File: config.mk
export PLATFORM = sky130hd
export DESIGN_NAME = llsc_link_unit
export DESIGN_NICKNAME = d
export VERILOG_FILES = /design/src/rtl/llsc_pkg.sv /design/src/rtl/llsc_link_reg.sv /design/src/rtl/llsc_flit_pack.sv /design/src/rtl/llsc_status_map.sv /design/src/rtl/llsc_link_unit.sv
export SDC_FILE = /design/constraint.sdc
export NUM_CORES = 1
export LEC_CHECK = 0
export ABC_AREA = 1
export BUFFER_PORTS_ARGS = -buffer_cell sky130_fd_sc_hd__buf_2
export CORE_ASPECT_RATIO = 1.25
export CORE_MARGIN = 4
export CORE_UTILIZATION = 25
export DETAILED_ROUTE_END_ITERATION = 10
export PLACE_DENSITY = 0.44
export SLEW_MARGIN = 20
export SYNTH_ARGS = -nofsm -noshare
export SYNTH_HDL_FRONTEND = slang
export SYNTH_HIERARCHICAL = 1
export SYNTH_SLANG_ARGS = --single-unit
export TNS_END_PERCENT = 50
File: constraint.sdc
create_clock -name clk -period 2 [get_ports clk]
set_input_delay 0.2 -clock clk [delete_from_list [all_inputs] [get_ports clk]]
set_output_delay 0.2 -clock clk [all_outputs]
set_load 0.05 [all_outputs]
File: src/rtl/llsc_pkg.sv
package llsc_pkg;
  typedef enum logic [2:0] {
    ST_IDLE   = 3'd0,
    ST_RD_CMD = 3'd1,
    ST_RD_RSP = 3'd2,
    ST_SC_CMD = 3'd3,
    ST_SC_RSP = 3'd4,
    ST_RESP   = 3'd5
  } llsc_state_e;

  localparam logic KIND_READ = 1'b0;
  localparam logic KIND_CAS  = 1'b1;
endpackage

File: src/rtl/llsc_link_reg.sv
module llsc_link_reg #(
  parameter int AW = 32,
  parameter int DW = 64
) (
  input  logic          clk,
  input  logic          rst_n,
  input  logic          load,
  input  logic          clear,
  input  logic [AW-1:0] load_addr,
  input  logic          load_wide,
  input  logic [DW-1:0] load_data,
  input  logic [AW-1:0] probe_addr,
  input  logic          probe_wide,
  output logic          hit,
  output logic [DW-1:0] data
);
  logic          valid_q;
  logic [AW-1:0] addr_q;
  logic          wide_q;

  always_ff @(posedge clk) begin
    if (!rst_n) begin
      valid_q <= 1'b0;
      addr_q  <= '0;
      wide_q  <= 1'b0;
      data    <= '0;
    end else if (load) begin
      valid_q <= 1'b1;
      addr_q  <= load_addr;
      wide_q  <= load_wide;
      data    <= load_data;
    end else if (clear) begin
      valid_q <= 1'b0;
    end
  end

  assign hit = valid_q && (addr_q == probe_addr) && (wide_q == probe_wide);
endmodule

File: src/rtl/llsc_flit_pack.sv
module llsc_flit_pack #(
  parameter int FW = 32
) (
  input  logic [2*FW-1:0] link_data,
  input  logic [2*FW-1:0] store_data,
  input  logic            wide,
  input  logic [1:0]      idx,
  output logic [FW-1:0]   flit
);
  logic          take_store;
  logic          take_high;
  logic [2*FW-1:0] src;

  always_comb begin
    take_store = wide ? idx[1] : idx[0];
    take_high  = wide & idx[0];
    src        = take_store ? store_data : link_data;
    flit       = take_high ? src[2*FW-1:FW] : src[FW-1:0];
  end
endmodule

File: src/rtl/llsc_status_map.sv
module llsc_status_map #(
  parameter bit INVERT_STATUS = 1'b1
) (
  input  logic net_failed,
  output logic core_code,
  output logic local_fail_code
);
  generate
    if (INVERT_STATUS) begin : g_invert
      assign core_code       = ~net_failed;
      assign local_fail_code = 1'b0;
    end else begin : g_pass
      assign core_code       = net_failed;
      assign local_fail_code = 1'b1;
    end
  endgenerate
endmodule

File: src/rtl/llsc_link_unit.sv
module llsc_link_unit
  import llsc_pkg::*;
#(
  parameter int AW = 32,
  parameter int FW = 32,
  parameter bit INVERT_STATUS = 1'b1
) (
  input  logic            clk,
  input  logic            rst_n,
  input  logic            core_req_valid,
  output logic            core_req_ready,
  input  logic            core_req_sc,
  input  logic            core_req_wide,
  input  logic [AW-1:0]   core_req_addr,
  input  logic [2*FW-1:0] core_req_wdata,
  output logic            core_rsp_valid,
  input  logic            core_rsp_ready,
  output logic [2*FW-1:0] core_rsp_data,
  output logic            core_busy,
  output logic            net_cmd_valid,
  input  logic            net_cmd_ready,
  output logic            net_cmd_kind,
  output logic            net_cmd_wide,
  output logic [AW-1:0]   net_cmd_addr,
  output logic [FW-1:0]   net_cmd_flit,
  output logic            net_cmd_last,
  input  logic            net_rsp_valid,
  output logic            net_rsp_ready,
  input  logic [FW-1:0]   net_rsp_flit
);
  localparam int DW = 2 * FW;

  llsc_state_e     state;
  logic            req_wide;
  logic [AW-1:0]   req_addr;
  logic [DW-1:0]   req_wdata;
  logic [1:0]      idx;
  logic [FW-1:0]   lo_hold;
  logic [DW-1:0]   rsp_data;

  logic            link_hit;
  logic [DW-1:0]   link_data;
  logic            link_load;
  logic            link_clear;
  logic [DW-1:0]   rd_value;
  logic [FW-1:0]   pack_flit;
  logic            status_code;
  logic            local_fail_code;
  logic [1:0]      last_idx;
  logic            accept;
  logic            rd_done;

  assign accept   = (state == ST_IDLE) && core_req_valid;
  assign last_idx = req_wide ? 2'd3 : 2'd1;
  assign rd_done  = (state == ST_RD_RSP) && net_rsp_valid && (!req_wide || idx == 2'd1);
  assign rd_value = req_wide ? {net_rsp_flit, lo_hold} : {{FW{1'b0}}, net_rsp_flit};

  assign link_load  = rd_done;
  assign link_clear = ((state == ST_SC_RSP) && net_rsp_valid) ||
                      (accept && core_req_sc && !link_hit);

  llsc_link_reg #(.AW(AW), .DW(DW)) u_link (
    .clk        (clk),
    .rst_n      (rst_n),
    .load       (link_load),
    .clear      (link_clear),
    .load_addr  (req_addr),
    .load_wide  (req_wide),
    .load_data  (rd_value),
    .probe_addr (core_req_addr),
    .probe_wide (core_req_wide),
    .hit        (link_hit),
    .data       (link_data)
  );

  llsc_flit_pack #(.FW(FW)) u_pack (
    .link_data  (link_data),
    .store_data (req_wdata),
    .wide       (req_wide),
    .idx        (idx),
    .flit       (pack_flit)
  );

  llsc_status_map #(.INVERT_STATUS(INVERT_STATUS)) u_status (
    .net_failed      (net_rsp_flit != '0),
    .core_code       (status_code),
    .local_fail_code (local_fail_code)
  );

  always_ff @(posedge clk) begin
    if (!rst_n) begin
      state     <= ST_IDLE;
      req_wide  <= 1'b0;
      req_addr  <= '0;
      req_wdata <= '0;
      idx       <= '0;
      lo_hold   <= '0;
      rsp_data  <= '0;
    end else begin
      case (state)
        ST_IDLE: if (core_req_valid) begin
          req_wide  <= core_req_wide;
          req_addr  <= core_req_addr;
          req_wdata <= core_req_wdata;
          idx       <= '0;
          if (!core_req_sc) begin
            state <= ST_RD_CMD;
          end else if (link_hit) begin
            state <= ST_SC_CMD;
          end else begin
            rsp_data <= {{(DW-1){1'b0}}, local_fail_code};
            state    <= ST_RESP;
          end
        end
        ST_RD_CMD: if (net_cmd_ready) begin
          state <= ST_RD_RSP;
          idx   <= '0;
        end
        ST_RD_RSP: if (net_rsp_valid) begin
          if (rd_done) begin
            rsp_data <= rd_value;
            state    <= ST_RESP;
          end else begin
            lo_hold <= net_rsp_flit;
            idx     <= 2'd1;
          end
        end
        ST_SC_CMD: if (net_cmd_ready) begin
          if (idx == last_idx) state <= ST_SC_RSP;
          else                 idx   <= idx + 2'd1;
        end
        ST_SC_RSP: if (net_rsp_valid) begin
          rsp_data <= {{(DW-1){1'b0}}, status_code};
          state    <= ST_RESP;
        end
        ST_RESP: if (core_rsp_ready) state <= ST_IDLE;
        default: state <= ST_IDLE;
      endcase
    end
  end

  always_comb begin
    core_req_ready = (state == ST_IDLE);
    core_rsp_valid = (state == ST_RESP);
    core_rsp_data  = rsp_data;
    core_busy      = (state == ST_SC_CMD) || (state == ST_SC_RSP);
    net_cmd_valid  = (state == ST_RD_CMD) || (state == ST_SC_CMD);
    net_cmd_kind   = (state == ST_SC_CMD) ? KIND_CAS : KIND_READ;
    net_cmd_wide   = req_wide;
    net_cmd_addr   = req_addr;
    net_cmd_flit   = (state == ST_SC_CMD) ? pack_flit : '0;
    net_cmd_last   = (state == ST_RD_CMD) || (idx == last_idx);
    net_rsp_ready  = (state == ST_RD_RSP) || (state == ST_SC_RSP);
  end
endmodule

==> results of run 1 <==
## metal layers
metal / vias to the layer above / routed length, um / GRT usage
li1: 7753 / - / -
met1: 7494 / 24900 / 0.219
met2: 390 / 33300 / 0.365
met3: 106 / 2940 / 0.0333
met4: 4 / 2090 / 0.0610
met5: - / 27 / 0
## cell type report
type	instances	area share
inverter	293	0.0529
sequential	296	0.282
antenna	3	0.000356
clock inverter	9	0.00416
clock buffer	56	0.0511
multi-input combinational	1497	0.360
timing repair buffer	481	0.204
tap	750	0.0445
## worst max-delay path: cells and delay by family, from the launching register on
kind,cells,cell delay (ns)
and+or+nand+nor,5,0.53
DFF,1,0.39
buffers and inverters,4,0.58
## logic make-up after synthesis
kind of cell	after synthesis
other cells	1
buf+inv	447
simple gates	1141
flops	296
fa+ha+maj	1
compound gates	345
xor+xnor	8
## cell usage in the layout, fill, tap and decap left out, types with 11 or more instances in the layout
cell type,n
nand2_1,410
nor2_1,332
dfxtp_1,282
inv_1,253
buf_2,234
nand3_1,199
a21oi_1,159
o21ai_0,147
dlygate4sd3_1,115
nand3_2,61
nor2_4,45
clkbuf_16,45
buf_4,42
inv_2,36
nor2_2,33
nand2_2,30
buf_12,26
buf_8,25
o21ai_1,18
buf_6,16
buf_16,12
dfxtp_2,11
## registers in the layout (all words and copies together) (netlist names)
signal / cells
u_link/wide_q: 1
idx: 2
req_wdata: 64
net_cmd_addr: 32
lo_hold: 32
state: 3
net_cmd_wide: 1
u_link/data: 64
u_link/valid_q: 1
core_rsp_data: 64
u_link/addr_q: 32
## worst max-delay path by stage
| stage | from | endpoint | slack (ns) |
|---|---|---|---|
| after CTS | net_cmd_wide$_SDFFE_PN0N_ | net_cmd_flit[16] | -0.25 |
| after global placement | core_req_addr[10] | core_rsp_data[6]$_SDFFE_PN0P_ | -0.42 |
| after global routing | u_link/addr_q[15]$_SDFFE_PN0P_ | core_rsp_data[12]$_SDFFE_PN0P_ | -0.30 |
| after floorplan | net_cmd_wide$_SDFFE_PN0N_ | net_cmd_flit[0] | -0.21 |
| after detailed placement | u_link/addr_q[9]$_SDFFE_PN0P_ | core_rsp_data[6]$_SDFFE_PN0P_ | -0.41 |
| final | net_cmd_wide$_SDFFE_PN0N_ | net_cmd_flit[0] | -0.24 |
## what timing repair did
| action | in CTS | in global routing |
|---|---|---|
| buffers inserted | 9 | 4 |
| gates cloned | 13 | 11 |
| hold buffers | 115 | 0 |
| setup endpoints to repair | 100 | 118 |
| hold endpoints to repair | 115 | 0 |
| pin swaps | 34 | 58 |
| resized for setup | 238 | 153 |
## power breakdown
| part | internal [uW] | switching, uW | leakage [uW] |
|---|---|---|---|
| Combinational | 5970 | 11600 | 0.00693 |
| Sequential | 7270 | 928 | 0.00242 |
| Clock | 3840 | 2710 | 0.000573 |
## per-stage QoR
stage                     setup WS (ns)  cell area (sq um)  cells
after floorplan                  -0.214              14600   2239
after global placement           -0.423              16800   3166
after detailed placement         -0.412              16800   3166
after CTS                        -0.253              20300   3367
after global routing             -0.301              21100   3384
final                            -0.241              21100   3385
==> impl_metrics.yaml, run 1 <==
global_route:
  grt_pass1_vias: 15808
  overflow: 0
  grt.total_usage: 0.193
  grt_pass1_wl_um: 93800
  antenna_found_initial: 4
  grt_start_max_net_pins: 96
synth:
  muxShareOfSynthArea: 0
  ys_async_sr_fraction: 0
  ys_seq_area_frac: 0.412
  syn-cell-area_sq_um: 14400
  synthMostInstantiatedCell: "nand2_1"
  yosysUniqueCellTypes: 35
  ys.flop_type: "dfxtp_1"
  synth_top_area_share: 0.412
  postSynthNetCount: 2376
  yosys_register_bits: 296
  synthTopCellsByCount: "nand2_1, nor2_1, dfxtp_1"
  synth_compound_area_frac: 0.121
  synthCells: 2239
  synth_xor_area_frac: 0.00488
  yosys.area.top_type: "dfxtp_1"
  ys_warn_count: 6
  synth_top_family_by_area: "simple AND/OR/NAND/NOR gates"
  synth_edf_count: 0
  syn_area_per_cell_sq_um: 6.42
  post_synth_fa_ha_maj_area_fraction: 0.000871
  synth_area_leaders: "dfxtp_1, nand2_1, nor2_1, nand3_1, inv_1"
  synthSimpleGateAreaFrac: 0.326
sta:
  setup_viol: 97
  maxSlewHeadroom: 0.548
  fmax_ghz: 0.446
  min_period_ns: 2.24
  skew_ns: 0.0345
  tns_ns: -12.79
  final_hold_viol_count: 0
  tightest_slew_ns: 0.678
  setup_ws_ns: -0.241
  slew_viol_final: 0
  hold_slack_ns: 0.0142
  period_share: 1.12
  rsz0062_at_grt: "true"
detailed_routing:
  ant_nets: 0
  drt_wl_total_um: 63200
  via_per_inst: 4.65
  wire_per_inst_um: 18.7
  drtPass1Iterations: 5
  remaining_drc_errors: 0
  drt_iter0_drc: 962
  vias: 15747
hold_path:
  min_from: "core_req_wdata[51]"
  hold_end: "req_wdata[51]$_SDFFE_PN0N_"
  worstHoldPathCells: 3
  hp-class: "in2reg"
worst_setup_path:
  path_class: "reg2out"
  start_kind: "register"
  timing.rr.end: "core_rsp_data[15]$_SDFFE_PN0P_"
  cp.arrival_ns: 2.04
  r2r_slack_ns: -0.15
  required_ns: 1.80
  path_cells: "buf_4, nand2_8, clkbuf_16, nand3_1, nand3_2, nand2_1, inv_1, nor2_4, buf_8"
  crit_path_max_fanout: 8
  critPathMaxStageDelay_ns: 0.39
  endpoint_kind: "output port"
  r2r-start: "u_link/addr_q[10]$_SDFFE_PN0P_"
  r2r_cells: 16
  cp_slowest_cell: "dfxtp_4"
die:
  initial_core_util: 0.252
  rows: 98
  die_h_um: 276
  die_x_um: 222
  die-area_sq_um: 61400
  io_pins: 272
  core_region_area_sq_um: 57000
pwr:
  p_total_uw: 32300
  vdd_drop_max_mv: 0.567
  leakage_uw: 0.00992
  p_per_area_nw_per_um2: 1530
placed_design:
  dpl.hpwl_um: 43100
  gp_congestion: 0.818
  port_buffers: 271
clocking:
  cts.sinks: 296
  cts_buffers: 36
  cts.path.max_buffers: 3
  insertion_delay_ns: 0.55
  clockRootBuffer: "clkbuf_16"
  htreeDepth: 2
  cts_tree: "yes"
  cts.clk_slew.worst_paths_ns: 0.06
final_layout:
  synthToLayoutAreaGrowth_pct: 46.6
  drive_above_1_share: 0.259
  multi_input_area_sq_um: 7590
  nets: 2742
  fill_cells: 6127
  fin_util: 0.370
  seqCellArea_sq_um: 5950
run:
  drv_cap: 0
run_status:
  status: "complete, but fails checks"
  violations: "negative setup slack"
Note: power is estimated with default switching activity, not from simulation.
==> inputs of run 2 (changes only) <==
--- a/config.mk
+++ b/config.mk
@@ -12,6 +12,7 @@
 export CORE_UTILIZATION = 25
 export DETAILED_ROUTE_END_ITERATION = 10
 export PLACE_DENSITY = 0.44
+export RECOVER_POWER = 50
 export SLEW_MARGIN = 20
 export SYNTH_ARGS = -nofsm -noshare
 export SYNTH_HDL_FRONTEND = slang
==> run 2 against run 1 <==
Against the previous run:
- the run still ends with negative setup slack left
- sequential share of layout area grew 0.20 points
- die area is the same
- cell area shrank 0.71%
- critical path type unchanged
==> impl_metrics.yaml, run 2 (synthesis gave the netlist of run 1 again) <==
sta:
  tns_ns: -12.94
  rsz0062_at_grt: "true"
  tightest_slew_ns: 0.729
  min_period_ns: 2.24
  period_share: 1.12
  setup_ws_ns: -0.238
  fmax_ghz: 0.447
  slew_viol_final: 0
  maxSlewHeadroom: 0.516
  final_hold_viol_count: 0
  skew_ns: 0.0357
  setup_viol: 98
pwr:
  vdd_drop_max_mv: 0.571
  p_per_area_nw_per_um2: 1530
  leakage_uw: 0.00952
detailed_routing:
  via_per_inst: 4.65
  drtPass1Iterations: 5
  wire_per_inst_um: 18.7
  drt_wl_total_um: 63200
  remaining_drc_errors: 0
  ant_nets: 0
  drt_iter0_drc: 962
  vias: 15734
final_layout:
  multi_input_area_sq_um: 7570
  fin_util: 0.367
  drive_above_1_share: 0.222
  nets: 2742
  seqCellArea_sq_um: 5950
  final_common_cell: "nand2_1"
  synthToLayoutAreaGrowth_pct: 45.6
  fill_cells: 6178
  final_cell_mix: "nand2_1, nor2_1, dfxtp_1"
worst_setup_path:
  r2r-start: "u_link/addr_q[12]$_SDFFE_PN0P_"
  cp.arrival_ns: 2.04
  start_kind: "register"
  required_ns: 1.80
  endpoint_kind: "output port"
  path_class: "reg2out"
  r2r_slack_ns: -0.15
  crit_path_max_fanout: 8
  timing.rr.end: "core_rsp_data[15]$_SDFFE_PN0P_"
  r2r_cells: 16
placed_design:
  dpl.hpwl_um: 43100
  gp_congestion: 0.818
  port_buffers: 271
clocking:
  cts_buffers: 36
  cts.sinks: 296
  cts.clk_slew.worst_paths_ns: 0.06
  clockRootBuffer: "clkbuf_16"
  insertion_delay_ns: 0.55
  cts_tree: "yes"
  cts.path.max_buffers: 3
  htreeDepth: 2
global_route:
  grt_start_max_net_pins: 96
  grt_pass1_vias: 15808
  antenna_found_initial: 4
  overflow: 0
  grt.total_usage: 0.193
  grt_pass1_wl_um: 93800
die:
  rows: 98
  die_h_um: 276
  io_pins: 272
  die_x_um: 222
  initial_core_util: 0.252
  die-area_sq_um: 61400
  core_region_area_sq_um: 57000
hold_path:
  min_from: "net_rsp_flit[0]"
  hold_end: "lo_hold[0]$_SDFFE_PN0P_"
  hp-class: "in2reg"
  worstHoldPathCells: 3
run:
  drv_cap: 0
run_status:
  violations: "negative setup slack"
  status: "complete, but fails checks"
==> run 2: cell count changes in the layout (fill, tap and decap cells not counted), sizes merged <==
| cell | change |
|---|---|
| buf | -99 |
| clkbuf | +99 |
==> run 2: what timing repair did <==
item                                    4_1_cts  5_1_grt
resized for setup                           238      153
endpoints found under the setup margin      100      118
hold buffers                                115        0
cloned                                       13       11
pin swaps                                    34       58
setup buffers                                 9        4
endpoints found under the hold margin       115        0
==> run 2: final cells by class <==
type,instances,area share
Antenna cell,3,0.000359
Clock buffer,56,0.0514
Clock inverter,9,0.00419
Inverter,293,0.0533
Multi-Input combinational cell,1497,0.362
Sequential cell,296,0.284
Tap cell,750,0.0448
Timing Repair Buffer,481,0.200
==> run 2: worst max-delay path, stage by stage (launching register included) <==
cell	delay, ns
dfxtp_4	0.39
buf_4	0.16
nand2_8	0.08
clkbuf_16	0.19
nand3_1	0.10
nand3_2	0.09
nand2_1	0.07
inv_1	0.06
nor2_4	0.17
buf_8	0.17
==> run 2: worst max-delay path by stage <==
stage	startpoint	to	depth (start not counted)
after floorplan	net_cmd_wide$_SDFFE_PN0N_	net_cmd_flit[0]	8
after global placement	core_req_addr[10]	core_rsp_data[6]$_SDFFE_PN0P_	16
after detailed placement	u_link/addr_q[9]$_SDFFE_PN0P_	core_rsp_data[6]$_SDFFE_PN0P_	16
after CTS	net_cmd_wide$_SDFFE_PN0N_	net_cmd_flit[16]	10
after global routing	u_link/addr_q[15]$_SDFFE_PN0P_	core_rsp_data[12]$_SDFFE_PN0P_	17
final	net_cmd_wide$_SDFFE_PN0N_	net_cmd_flit[0]	9
==> run 2: power breakdown <==
part / internal, uW / leakage (uW) / total [uW] / switching [uW]
sequential: 7270 / 0.00242 / 8200 / 935
clock: 3840 / 0.000573 / 6550 / 2710
combinational: 5730 / 0.00653 / 17300 / 11600
total: 16800 / 0.00952 / 32100 / 15200
==> run 2: stage by stage <==
step	worst slack, ns	power, uW	cell area (sq um)	hold WS [ns]	instances
2_1_floorplan	-0.214	17800	14600	0.335	2239
3_3_place_gp	-0.423	22100	16800	0.451	3166
3_5_place_dp	-0.412	22100	16800	0.453	3166
4_1_cts	-0.253	31200	20300	0.00485	3367
5_1_grt	-0.301	34000	20900	0.00845	3384
6_report	-0.238	32100	20900	0.0229	3385
==> run 2: layer usage <==
layer / track usage / vias to the layer above / share of wire
met1: 0.219 / 7481 / 0.39
met3: 0.0333 / 105 / 0.048
met4: 0.0610 / 4 / 0.033
met5: 0 / - / 0.00043
met2: 0.365 / 388 / 0.53
li1: - / 7756 / -
==> inputs of run 3 (changes only) <==
--- a/config.mk
+++ b/config.mk
@@ -10,9 +10,11 @@
 export CORE_ASPECT_RATIO = 1.25
 export CORE_MARGIN = 4
 export CORE_UTILIZATION = 25
+export CTS_CLUSTER_SIZE = 16
 export DETAILED_ROUTE_END_ITERATION = 10
 export PLACE_DENSITY = 0.44
 export RECOVER_POWER = 50
+export SETUP_SLACK_MARGIN = 0.15
 export SLEW_MARGIN = 20
 export SYNTH_ARGS = -nofsm -noshare
 export SYNTH_HDL_FRONTEND = slang
==> run 3 against run 2 <==
Against the previous run:
- the run still ends with negative setup slack left
- routed wire length grew 4.5%
- worst setup slack gained 0.068 ns
- global-route usage shrank 0.20 points
- clock-buffer cell count shrank 3
- core utilization grew 1.6 points
- maximum frequency grew 3.2%
- critical endpoint is now net_cmd_flit[9]
- largest cell class unchanged
- highest routed layer unchanged
==> impl_metrics.yaml, run 3 (synthesis gave the netlist of run 1 again) <==
run_status:
  status: "complete, but fails checks"
  violations: "negative setup slack"
final_layout:
  synthToLayoutAreaGrowth_pct: 51.8
  fill_cells: 6193
  fin_cells: 3414
  final_common_cell: "nand2_1"
  drive_above_1_share: 0.264
  final_area_sq_um: 21800
  nets: 2777
  final_cell_mix: "nand2_1, nor2_1, dfxtp_1"
worst_setup_path:
  r2r-start: "u_link/addr_q[9]$_SDFFE_PN0P_"
  required_ns: 1.80
  cp_slowest_cell: "dfxtp_4"
  start_kind: "register"
  critPathMaxStageDelay_ns: 0.38
  endpoint_kind: "output port"
  r2r_slack_ns: -0.13
  path_cells: "inv_4, nand2_8, buf_8, clkbuf_16, nand3_2, nand3_2, nand2_2, inv_2, nor2_4, buf_8"
  path_class: "reg2out"
  crit_path_max_fanout: 6
  r2r_cells: 18
  cp.arrival_ns: 1.97
  timing.rr.end: "core_rsp_data[55]$_SDFFE_PN0P_"
die:
  io_pins: 272
  die_x_um: 222
  die-area_sq_um: 61400
  initial_core_util: 0.252
  core_region_area_sq_um: 57000
  rows: 98
  die_h_um: 276
detailed_routing:
  drt_iter0_drc: 993
  ant_nets: 0
  vias: 15881
  via_per_inst: 4.65
  drtPass1Iterations: 5
  remaining_drc_errors: 0
  drt_wl_total_um: 66000
  wire_per_inst_um: 19.3
global_route:
  grt_start_max_net_pins: 81
  overflow: 0
  antenna_found_initial: 2
  grt.total_usage: 0.191
  grt_pass1_wl_um: 92200
  grt_pass1_vias: 15378
sta:
  setup_ws_ns: -0.170
  period_share: 1.08
  setup_viol: 86
  rsz0062_at_grt: "true"
  tightest_slew_ns: 0.717
  min_period_ns: 2.17
  skew_ns: 0.0279
  maxSlewHeadroom: 0.524
  slew_viol_final: 0
  fmax_ghz: 0.461
  final_hold_viol_count: 0
clocking:
  cts.path.max_buffers: 3
  insertion_delay_ns: 0.56
  htreeDepth: 2
  clockRootBuffer: "clkbuf_16"
  cts.clk_slew.worst_paths_ns: 0.06
  cts_tree: "yes"
  cts_buffers: 36
  cts.sinks: 296
pwr:
  leakage_uw: 0.00970
  p_per_area_nw_per_um2: 1600
  vdd_drop_max_mv: 0.734
hold_path:
  worstHoldPathCells: 3
  min_from: "core_req_wdata[10]"
  hp-class: "in2reg"
  hold_end: "req_wdata[10]$_SDFFE_PN0N_"
placed_design:
  port_buffers: 271
  dpl.hpwl_um: 43500
  dp_cells: 3176
  gp_congestion: 0.854
  placed_area_sq_um: 16900
run:
  drv_cap: 0
run 3: cell count changes in the layout (fill, tap and decap cells not counted), sizes merged:
cell,before,now
clkbuf,165,172
bufinv,1,2
clkinvlp,1,3
bufbuf,1,0
inv,294,292
dlygate4sd3,115,116
nand2,452,453
diode,3,2
clkinv,6,3
buf,256,280
run 3: worst max-delay path: cells and delay by family, from the launching register on:
kind / cells / cell delay [ns]
buf+inv: 5 / 0.58
simple gates: 5 / 0.44
flops: 1 / 0.38
run 3: layout make-up:
cell class	instances	area (sq um)	area share
inverter	293	1140	0.0521
tap	750	938	0.0430
multi-input combinational	1498	7970	0.365
clock inverter	7	103	0.00470
timing repair buffer	515	4670	0.214
sequential	296	5960	0.273
antenna	2	5.00	0.000229
clock buffer	53	1050	0.0479
run 3: where the power goes:
| part | total [uW] | switching, uW | internal, uW |
|---|---|---|---|
| sequential | 8360 | 1080 | 7280 |
| combinational | 20100 | 12800 | 7280 |
| clock | 6550 | 2680 | 3880 |
| total | 35000 | 16600 | 18400 |
run 3: how the worst max path moves through the flow:
| stage | cells past startpoint | slack, ns | to | startpoint |
|---|---|---|---|---|
| 3_3_place_gp | 16 | -0.33 | core_rsp_data[60]$_SDFFE_PN0P_ | u_link/addr_q[9]$_SDFFE_PN0P_ |
| 3_5_place_dp | 16 | -0.33 | core_rsp_data[60]$_SDFFE_PN0P_ | u_link/addr_q[9]$_SDFFE_PN0P_ |
| 4_1_cts | 10 | -0.21 | net_cmd_flit[20] | net_cmd_wide$_SDFFE_PN0N_ |
| 2_1_floorplan | 5 | 0.09 | net_cmd_flit[12] | state[2]$_SDFFE_PN0P_ |
| 6_report | 10 | -0.17 | net_cmd_flit[9] | net_cmd_wide$_SDFFE_PN0N_ |
| 5_1_grt | 10 | -0.27 | net_cmd_flit[18] | net_cmd_wide$_SDFFE_PN0N_ |
run 3: what timing repair did:
| action | CTS | global route |
|---|---|---|
| buffers inserted | 8 | 17 |
| endpoints found under the hold margin | 115 | 1 |
| hold buffers | 115 | 1 |
| gates resized for setup | 217 | 369 |
| pin swaps | 38 | 114 |
| cloned | 8 | 27 |
| endpoints found under the setup margin | 131 | 217 |
run 3: stage by stage:
stage	util	setup WS (ns)	power (uW)	setup TNS, ns	hold WS, ns
floorplan	-	0.0908	17900	0	0.335
global placement	0.297	-0.329	22100	-16.42	0.452
detailed placement	0.297	-0.327	22200	-15.91	0.453
CTS	0.353	-0.213	30500	-7.53	0.00751
global route	0.383	-0.274	36900	-21.32	0.00454
finish	0.383	-0.170	35000	-6.89	0.0118
run 3: per-layer routing:
layer	routed length, um	global-route usage
met5	13	0
met4	2090	0.0591
met3	3020	0.0336
met2	35000	0.363
met1	26000	0.215
